`src/rtl/ivt_pkg.sv`:
```
package ivt_pkg;

  // Register word addresses; the value pair at 2/3 differ only in side effect
  typedef enum logic [1:0] {
    SEL_MODE = 2'd0,
    SEL_STAT = 2'd1,
    SEL_VACK = 2'd2,
    SEL_VIMG = 2'd3
  } reg_sel_e;

  // Offsets of the control bits above the limit field in the mode word
  localparam int EN_OFS  = 4;
  localparam int IEN_OFS = 5;

endpackage

```
`src/rtl/ivt_prescaler.sv`:
```
module ivt_prescaler #(
  parameter int DIV = 16
) (
  input  logic clk,
  input  logic rst_n,
  input  logic run_i,
  output logic tick_o
);
  localparam int PRE_W = (DIV > 1) ? $clog2(DIV) : 1;
  localparam logic [PRE_W-1:0] LAST = PRE_W'(DIV - 1);

  logic [PRE_W-1:0] pre_q;

  assign tick_o = run_i && (pre_q == LAST);

  always_ff @(posedge clk) begin
    if (!rst_n) begin
      pre_q <= '0;
    end else if (!run_i) begin
      pre_q <= '0;
    end else if (pre_q == LAST) begin
      pre_q <= '0;
    end else begin
      pre_q <= pre_q + 1'b1;
    end
  end

  AST_TICK_SPACED: assert property (@(posedge clk) disable iff (!rst_n)
    tick_o |=> !tick_o);

endmodule

```
`src/rtl/ivt_interval.sv`:
```
module ivt_interval #(
  parameter int CNT_W = 20
) (
  input  logic             clk,
  input  logic             rst_n,
  input  logic             tick_i,
  input  logic [CNT_W-1:0] limit_i,
  output logic [CNT_W-1:0] cnt_o,
  output logic             wrap_o
);
  logic [CNT_W-1:0] cnt_q;

  // At-or-above also covers a limit lowered below the running count
  assign wrap_o = tick_i && (cnt_q >= limit_i);
  assign cnt_o  = cnt_q;

  always_ff @(posedge clk) begin
    if (!rst_n) begin
      cnt_q <= '0;
    end else if (wrap_o) begin
      cnt_q <= '0;
    end else if (tick_i) begin
      cnt_q <= cnt_q + 1'b1;
    end
  end

  AST_HOLD_NO_TICK: assert property (@(posedge clk) disable iff (!rst_n)
    !tick_i |=> $stable(cnt_o));
  AST_WRAP_TO_ZERO: assert property (@(posedge clk) disable iff (!rst_n)
    wrap_o |=> (cnt_o == '0));
  AST_STEP_ONE: assert property (@(posedge clk) disable iff (!rst_n)
    (tick_i && !wrap_o) |=> (cnt_o == CNT_W'($past(cnt_o) + 1'b1)));

endmodule

```
`src/rtl/ivt_wrapcount.sv`:
```
module ivt_wrapcount #(
  parameter int WRAP_W = 12
) (
  input  logic              clk,
  input  logic              rst_n,
  input  logic              wrap_i,
  input  logic              ack_i,
  output logic [WRAP_W-1:0] count_o,
  output logic              flag_o
);
  localparam logic [WRAP_W-1:0] TOP = '1;

  logic [WRAP_W-1:0] count_q;
  logic              flag_q;

  assign count_o = count_q;
  assign flag_o  = flag_q;

  always_ff @(posedge clk) begin
    if (!rst_n) begin
      count_q <= '0;
      flag_q  <= 1'b0;
    end else begin
      if (ack_i) begin
        count_q <= wrap_i ? WRAP_W'(1) : '0;
      end else if (wrap_i && (count_q != TOP)) begin
        count_q <= count_q + 1'b1;
      end
      if (wrap_i) begin
        flag_q <= 1'b1;
      end else if (ack_i) begin
        flag_q <= 1'b0;
      end
    end
  end

  AST_WRAP_SETS_FLAG: assert property (@(posedge clk) disable iff (!rst_n)
    wrap_i |=> flag_o);
  AST_ACK_CLEARS: assert property (@(posedge clk) disable iff (!rst_n)
    (ack_i && !wrap_i) |=> (!flag_o && count_o == '0));
  AST_ACK_WITH_WRAP: assert property (@(posedge clk) disable iff (!rst_n)
    (ack_i && wrap_i) |=> (flag_o && count_o == WRAP_W'(1)));
  AST_NO_ROLLOVER: assert property (@(posedge clk) disable iff (!rst_n)
    (count_o == TOP && !ack_i) |=> (count_o == TOP));

endmodule

```
`src/rtl/interval_tick_timer.sv`:
```
module interval_tick_timer #(
  parameter  int CNT_W   = 20,
  parameter  int WRAP_W  = 12,
  parameter  int ADDR_W  = 4,
  parameter  int PRE_DIV = 16,
  localparam int DATA_W  = CNT_W + WRAP_W
) (
  input  logic              clk,
  input  logic              rst_n,
  input  logic [ADDR_W-1:0] bus_addr,
  input  logic              bus_wr,
  input  logic              bus_rd,
  input  logic [DATA_W-1:0] bus_wdata,
  output logic [DATA_W-1:0] bus_rdata,
  output logic              irq
);
  import ivt_pkg::*;

  localparam int EN_BIT  = CNT_W + EN_OFS;
  localparam int IEN_BIT = CNT_W + IEN_OFS;

  logic [CNT_W-1:0]  limit_fld_q;  // readable limit field
  logic [CNT_W-1:0]  limit_use_q;  // limit the counter compares against
  logic              en_q;
  logic              ien_q;

  logic              run;
  logic              tick;
  logic              wrap;
  logic [CNT_W-1:0]  cnt;
  logic [WRAP_W-1:0] wrap_cnt;
  logic              flag;

  logic              hit_mode, hit_stat, hit_vack, hit_vimg;
  logic              wr_mode, ack;
  logic [DATA_W-1:0] rd_word;
  logic [DATA_W-1:0] rdata_q;
  logic              wdata_unused;

  assign hit_mode = (bus_addr == ADDR_W'(SEL_MODE));
  assign hit_stat = (bus_addr == ADDR_W'(SEL_STAT));
  assign hit_vack = (bus_addr == ADDR_W'(SEL_VACK));
  assign hit_vimg = (bus_addr == ADDR_W'(SEL_VIMG));

  assign wr_mode = bus_wr && hit_mode;
  assign ack     = bus_rd && hit_vack;

  assign wdata_unused = ^{bus_wdata[DATA_W-1:IEN_BIT+1], bus_wdata[EN_BIT-1:CNT_W]};

  // Mode register: a write that clears the enable keeps the limit in use
  always_ff @(posedge clk) begin
    if (!rst_n) begin
      limit_fld_q <= '0;
      limit_use_q <= '0;
      en_q        <= 1'b0;
      ien_q       <= 1'b0;
    end else if (wr_mode) begin
      limit_fld_q <= bus_wdata[CNT_W-1:0];
      en_q        <= bus_wdata[EN_BIT];
      ien_q       <= bus_wdata[IEN_BIT];
      if (bus_wdata[EN_BIT]) begin
        limit_use_q <= bus_wdata[CNT_W-1:0];
      end
    end
  end

  // Keep running after disable until the period in progress completes
  assign run = en_q || (cnt != '0);

  ivt_prescaler #(.DIV(PRE_DIV)) u_pre (
    .clk    (clk),
    .rst_n  (rst_n),
    .run_i  (run),
    .tick_o (tick)
  );

  ivt_interval #(.CNT_W(CNT_W)) u_ivl (
    .clk     (clk),
    .rst_n   (rst_n),
    .tick_i  (tick),
    .limit_i (limit_use_q),
    .cnt_o   (cnt),
    .wrap_o  (wrap)
  );

  ivt_wrapcount #(.WRAP_W(WRAP_W)) u_wc (
    .clk     (clk),
    .rst_n   (rst_n),
    .wrap_i  (wrap),
    .ack_i   (ack),
    .count_o (wrap_cnt),
    .flag_o  (flag)
  );

  always_comb begin
    rd_word = '0;
    if (hit_mode) begin
      rd_word[CNT_W-1:0] = limit_fld_q;
      rd_word[EN_BIT]    = en_q;
      rd_word[IEN_BIT]   = ien_q;
    end else if (hit_stat) begin
      rd_word[0] = flag;
    end else if (hit_vack || hit_vimg) begin
      rd_word = {wrap_cnt, cnt};
    end
  end

  always_ff @(posedge clk) begin
    if (!rst_n) begin
      rdata_q <= '0;
    end else begin
      rdata_q <= bus_rd ? rd_word : '0;
    end
  end

  assign bus_rdata = rdata_q;
  assign irq       = flag && ien_q;

  AST_IDLE_STAYS_ZERO: assert property (@(posedge clk) disable iff (!rst_n)
    (!en_q && cnt == '0 && !wr_mode) |=> (cnt == '0));
  AST_IMAGE_NO_EFFECT: assert property (@(posedge clk) disable iff (!rst_n)
    (bus_rd && hit_vimg && !wrap) |=> ($stable(wrap_cnt) && $stable(flag)));
  AST_RDATA_IDLE: assert property (@(posedge clk) disable iff (!rst_n)
    !bus_rd |=> (bus_rdata == '0));
  AST_IRQ_MASKED: assert property (@(posedge clk) disable iff (!rst_n)
    (!ien_q && !wr_mode) |=> !irq);

endmodule

```
`config.mk`:
```
export PLATFORM = sky130hd
export DESIGN_NAME = interval_tick_timer
export DESIGN_NICKNAME = d
export VERILOG_FILES = /design/src/rtl/ivt_pkg.sv /design/src/rtl/ivt_prescaler.sv /design/src/rtl/ivt_interval.sv /design/src/rtl/ivt_wrapcount.sv /design/src/rtl/interval_tick_timer.sv
export SDC_FILE = /design/constraint.sdc
export NUM_CORES = 1
export LEC_CHECK = 0
export BUFFER_PORTS_ARGS = -buffer_cell sky130_fd_sc_hd__buf_2
export CORE_MARGIN = 3
export CORE_UTILIZATION = 51
export CTS_CLUSTER_DIAMETER = 50
export DETAILED_ROUTE_END_ITERATION = 8
export PLACE_DENSITY = 0.76
export SLEW_MARGIN = 30
export SYNTH_ARGS = -nofsm -noshare
export SYNTH_HDL_FRONTEND = slang
export SYNTH_SLANG_ARGS = --single-unit
```
`constraint.sdc`:
```
create_clock -name clk -period 2.8 [get_ports clk]
set_clock_uncertainty 0.15 [all_clocks]
set_input_delay 0.28 -clock clk [delete_from_list [all_inputs] [get_ports clk]]
set_output_delay 0.28 -clock clk [all_outputs]
set_load 0.02 [all_outputs]
```
# [Word level (Yosys, flattened, before mapping)]
# Index checks and enable logic that the tools add are counted.
[word_totals] out_inout_bits=33 input_bits=40 n_memories=0 ram_bits=0 mem_bits_ro=0 register_bits=111 latchBits=0 elab_cells=50
[classes] reduce_logical=17 eq_ne=5 n_shift=0 n_mux=10 bitwise_logic=4 multipliers=0 div_mod_pow=0 order_cmp=1 add_sub_neg=3
[ops] operator="$mux 26" n=1
[ops] operator="$mux 25" n=1
[ops] operator="$mux 12" n=2
[ops] operator="$add 20x1->20 const B" n=1
[ops] operator="$ge 20x20->1" n=1
[ops] operator="$mux 20" n=1
[ops] operator="$reduce_bool 20->1" n=1
[ops] operator="$add 12x1->12 const B" n=1
[ops] operator="$ne 12x12->1 const B" n=1
[ops] operator="$eq 4x2->1 const B" n=2
[ops] operator="$logic_and 1x1->1" n=6
[ops] operator="$reduce_or 5->1" n=1
[ops] operator="$add 4x1->4 const B" n=1
[ops] operator="$eq 4x1->1 const B" n=1
[ops] operator="$eq 4x4->1 const B" n=1
[ops] operator="$logic_not 4->1" n=1
[ops] operator="$mux 1" n=4
[ops] operator="$not 1->1" n=4
[ops] operator="$reduce_and 2->1" n=2
[ops] operator="$reduce_bool 2->1" n=2
[ops] operator="$reduce_or 3->1" n=1
[ops] operator="$logic_or 1x1->1" n=2
[ops] operator="$mux 2" n=1
[ops] operator="$reduce_or 2->1" n=1

# [Depth between registers and ports, before layout]
[depth] ltp_word=7 depth_mapped=10 ltp_nobuf=8

# [By module]
# Synthesis repeated with hierarchy kept, for this count alone.
[hier_totals] hier_cells=519 area_unflattened_um2=4931.0
[by_module_without_submodules] module="interval_tick_timer" n_inst=1 cells_per_inst=250 area_per_inst_um2=2591.2
[by_module_without_submodules] module="ivt_interval" n_inst=1 cells_per_inst=172 area_per_inst_um2=1485.2
[by_module_without_submodules] module="ivt_wrapcount" n_inst=1 cells_per_inst=80 area_per_inst_um2=698.2
[by_module_without_submodules] module="ivt_prescaler" n_inst=1 cells_per_inst=17 area_per_inst_um2=156.4

# [Least setup slack after synthesis]
# OpenSTA, ideal clock, no wires.
[synth_timing] path_type="flip-flop to flip-flop" startpoint="register u_ivl.cnt_q[17] (netlist: u_ivl.cnt_o[17])" endpoint="register u_wc.count_q[11] (netlist: u_wc.count_o[11])" arrival_time_ns=2.526 n_path_buf=1 synth_period_minus_slack_ns=2.806 setup_time_ns=0.130 path_slack_ns=-0.006 required_time_ns=2.520 stages_incl_launch_ff=9 path_cell_list="dfxtp_1 ha_1 nand4_1 or4_1 or4_4 a41o_1 buf_2 o41ai_1 a21oi_1"
[synth_via] elab_chain_cells=6 word_cells_on_any_way=7 classes_between="order compare (1); reduce/logical (6)"
[synth_rtl] element="start: declaration" line_no="ivt_interval.sv:11" source="logic [CNT_W-1:0] cnt_q;"
[synth_rtl] element="start signal: assignment" line_no="ivt_interval.sv:23" source="cnt_q <= cnt_q + 1'b1;"
[synth_rtl] element="parallel branches: the longest is 3 deep, another holds $ge 20x20->1"
[synth_rtl] element="$logic_and 1x1->1 *" line_no="ivt_interval.sv:14" source="assign wrap_o = tick_i && (cnt_q >= limit_i);"
[synth_rtl] element="$logic_and 1x1->1 *" line_no="ivt_wrapcount.sv:26" source="end else if (wrap_i && (count_q != TOP)) begin"
[synth_rtl] element="$reduce_bool 2->1 (no line) *"
[synth_rtl] element="end signal: assignment" line_no="ivt_wrapcount.sv:25" source="count_q <= wrap_i ? WRAP_W'(1) : '0;"
[synth_rtl] element="end signal: assignment" line_no="ivt_wrapcount.sv:27" source="count_q <= count_q + 1'b1;"
[synth_rtl] element="end: declaration" line_no="ivt_wrapcount.sv:13" source="logic [WRAP_W-1:0] count_q;"
# Mark *: on every way between the ends.
# A chain may end at the register's enable or synchronous reset.

# [Worst setup path in the final report]
[layout_timing] startpoint="register u_ivl.cnt_q[19] (netlist: u_ivl.cnt_o[19])" endpoint="register u_wc.count_q[11] (netlist: u_wc.count_o[11])"
# Same word-level chain as after synthesis.

==> impl_metrics.ini <==
[final_layout]
drive_gt1_share_pct = 29.9
area_growth_pct = 28.1
nNetsFinal = 705
diodes = 0
utilization_pct = 68.6

[floorplanning]
die_x_um = 103
num_io_pins = 73
dieArea_sq_um = 10500
core_area_sq_um = 8890
start_util_pct = 53.6
die_h_um = 103
fp-row-count = 34

[timing]
setup_slack_ps = -140
fin_crit_sh_pct = 105
drv_slew = 0
grt_setup_unrepaired = yes
maxSlewHeadroom_pct = 44.9
setup_violations = 13
hold_violations = 1
whs_ps = -0.456
layout_min_cycle_time_ps = 2940
fmax_ghz = 0.340
tightest_slew_ps = 824

[logic_synthesis]
synth_cell_type_count = 44
synth_edf_count = 0
synthesis.area_sq_um = 4760
syn_inst = 542
synth_top_area_cell = dfxtp_1
syn_nets = 606
ys_seq_area_share_pct = 46.7
avgSynthCellArea_sq_um = 8.79
synth_most_common_cell = dfxtp_1
synth_seq_cells = 111
yosysWarnings = 0
synth.top_cells.by_count = 111 x dfxtp_1, 108 x nand2_1, 43 x a21boi_0
synth_top_area_share_pct = 46.7
synth_area_leaders = dfxtp_1 47%, nand2_1 8.5%, a21boi_0 6.8%
synthArstFlopShare_pct = 0
synth_ff_type = dfxtp_1

[grt]
grtUsageTotal_pct = 23.1
grt_pass1_vias = 3980
globalRouteOverflowTotal = 0
grt_pass1_wl_um = 19200
grt_max_degree = 29
antenna_found_initial = 0

[place]
place_hpwl_um = 7920
numPortBuffers = 62
gp_congestion = 0.887

[hold_path]
hold_class = in -> reg
hold_start = bus_wdata[7]
hold_depth = 3
holdPathEnd = limit_fld_q[7]$_SDFFE_PN0P_

[clock_tree]
cts_htree_levels = 3
root_buffer = clkbuf_8
cts_tree = built
cts_max_path_buffers = 2
clkLatencyLatePin_ps = 370
cts_buffers = 9
numClockSinks = 111
cts.clk_slew.worst_paths_ps = 110

[pwr]
power_frac_clock_pct = 35.6
seq_power_share_pct = 59.6
power_switching_w = 0.000641
total_power_w = 0.00266
intPower_w = 0.00202
leakage_nw = 2.34
ir_drop_v = 0.000336
powerDensity_nw_per_um2 = 437
switching_share_pct = 24.1
pwr-share-comb_pct = 4.8

[route]
drtPass1Iterations = 5
vias_per_cell = 5.72
wirelength_um = 12900
drtAntennaViolNets = 0
dr.first_iter.drc_count = 257
wl_per_cell_um = 17.1
drc = 0
via_count = 4315

[worst_setup_path]
crit_type = reg -> reg
rr_endpoint = u_wc.count_o[11]$_SDFFE_PN0P_
ff2ff_path_depth = 7
worst_setup_path_end_kind = flip-flop
cp.arrival_ps = 3100
reg2reg_from = u_ivl.cnt_o[19]$_SDFFE_PP0P_
path_max_fanout = 6
cp-start-kind = flip-flop
crit_required_ps = 2960
r2r_slack_ps = -140

[job]
max_cap_viol_count = 0

[outcome]
status = complete, but fails checks
violations = negative hold slack, negative setup slack
-- state kept, by name (all words and copies together) (netlist names) --
signal	cells
bus_rdata	32
en_q	1
ien_q	1
limit_fld_q	20
limit_use_q	20
u_ivl.cnt_o	20
u_pre.pre_q	4
u_wc.count_o	12
u_wc.flag_o	1
-- cell usage in the layout (no fill, tap or decap), types with 4 or more instances in the layout --
cell / instances
nor2_1: 13
a21oi_2: 6
o21ai_0: 5
clkbuf_8: 11
and2_1: 13
nor3_1: 8
nor2_2: 8
dfxtp_2: 10
o31ai_1: 4
ha_1: 16
a22o_1: 21
nand3_1: 16
and3_1: 5
ha_4: 8
dfxtp_1: 101
nand4_1: 15
a21boi_0: 42
or4_1: 5
nor4_1: 5
inv_2: 8
nor2_4: 9
buf_2: 62
xor2_1: 12
nand2_1: 106
buf_6: 4
buf_4: 43
xnor2_1: 6
inv_1: 18
a21oi_1: 14
-- worst max-delay path, cell delays in order (launching register included) --
cell and delay, ps:
dfxtp_1 370, ha_4 280, nand4_1 150, or4_4 530, or4_4 470, a41o_4 320, or4_1 480, a21oi_1 130
-- how the worst max path moves through the flow --
stage	start	to	slack (ps)	depth (start not counted)
2_1_floorplan	u_ivl.cnt_o[17]$_SDFFE_PP0P_	u_wc.count_o[11]$_SDFFE_PN0P_	-6	8
3_3_place_gp	limit_use_q[17]$_SDFFE_PN0P_	u_wc.count_o[11]$_SDFFE_PN0P_	-190	8
3_5_place_dp	limit_use_q[17]$_SDFFE_PN0P_	u_wc.count_o[8]$_SDFFE_PN0P_	-310	8
4_1_cts	limit_use_q[15]$_SDFFE_PN0P_	u_wc.count_o[3]$_SDFFE_PN0P_	-170	8
5_1_grt	limit_use_q[19]$_SDFFE_PN0P_	u_wc.count_o[11]$_SDFFE_PN0P_	-220	8
6_report	u_ivl.cnt_o[19]$_SDFFE_PP0P_	u_wc.count_o[11]$_SDFFE_PN0P_	-140	7
-- layer usage --
metal,global-route usage (%),vias to the layer above,wire (um)
met5,0,-,0
met4,8.38,0,383
met3,4.19,40,801
met2,39.8,180,6340
met1,28.9,2013,5370
li1,-,2082,-
-- power groups by stage --
stage | registers, W | clock network, W | logic, W
final | 0.00159 | 0.000948 | 0.000128
after global routing | 0.00159 | 0.00102 | 0.000137
after global placement | 0.00162 | 0 | 0.0000920
after detailed placement | 0.00162 | 0 | 0.0000944
after CTS | 0.00159 | 0.000944 | 0.000103
after floorplan | 0.00162 | 0 | 0.0000480
-- area by class of cell --
type	instances	area, sq um
clock buffers	11	151
inverters	26	97.6
repair buffers	114	768
clock inverters	5	40.0
well taps	108	135
fillers	660	2790
multi-input cells	379	2670
flip-flops and latches	111	2230
-- metrics by stage --
step           TNS, ps  setup slack (ps)  instance area (sq um)  std cells
3_3_place_gp     -1090              -190                   5390        722
2_1_floorplan    -12.3             -6.15                   4760        542
5_1_grt          -2490              -219                   6100        754
3_5_place_dp     -3820              -306                   5390        722
4_1_cts          -3010              -166                   5760        749
6_report          -833              -140                   6100        754
-- kinds of logic after synthesis --
kind of cell    Yosys count  share of synthesized area [%]
simple gates            221                           21.8
fa+ha+maj                24                           6.31
flops                   111                           46.7
xor+xnor                 18                           3.31
buf+inv                  53                           4.26
compound gates          113                           17.3
mux                       2                          0.420
-- what timing repair did --
| item | CTS | global route |
|---|---|---|
| endpoints found under the hold margin | 1 | 1 |
| gates cloned | 1 | 3 |
| setup endpoints to repair | 31 | 33 |
| resized for setup | 20 | 62 |
| buffers inserted | 9 | 1 |
| hold buffers | 1 | 1 |
| pin swaps | 18 | 23 |
Power figures use the tool's default switching activity.
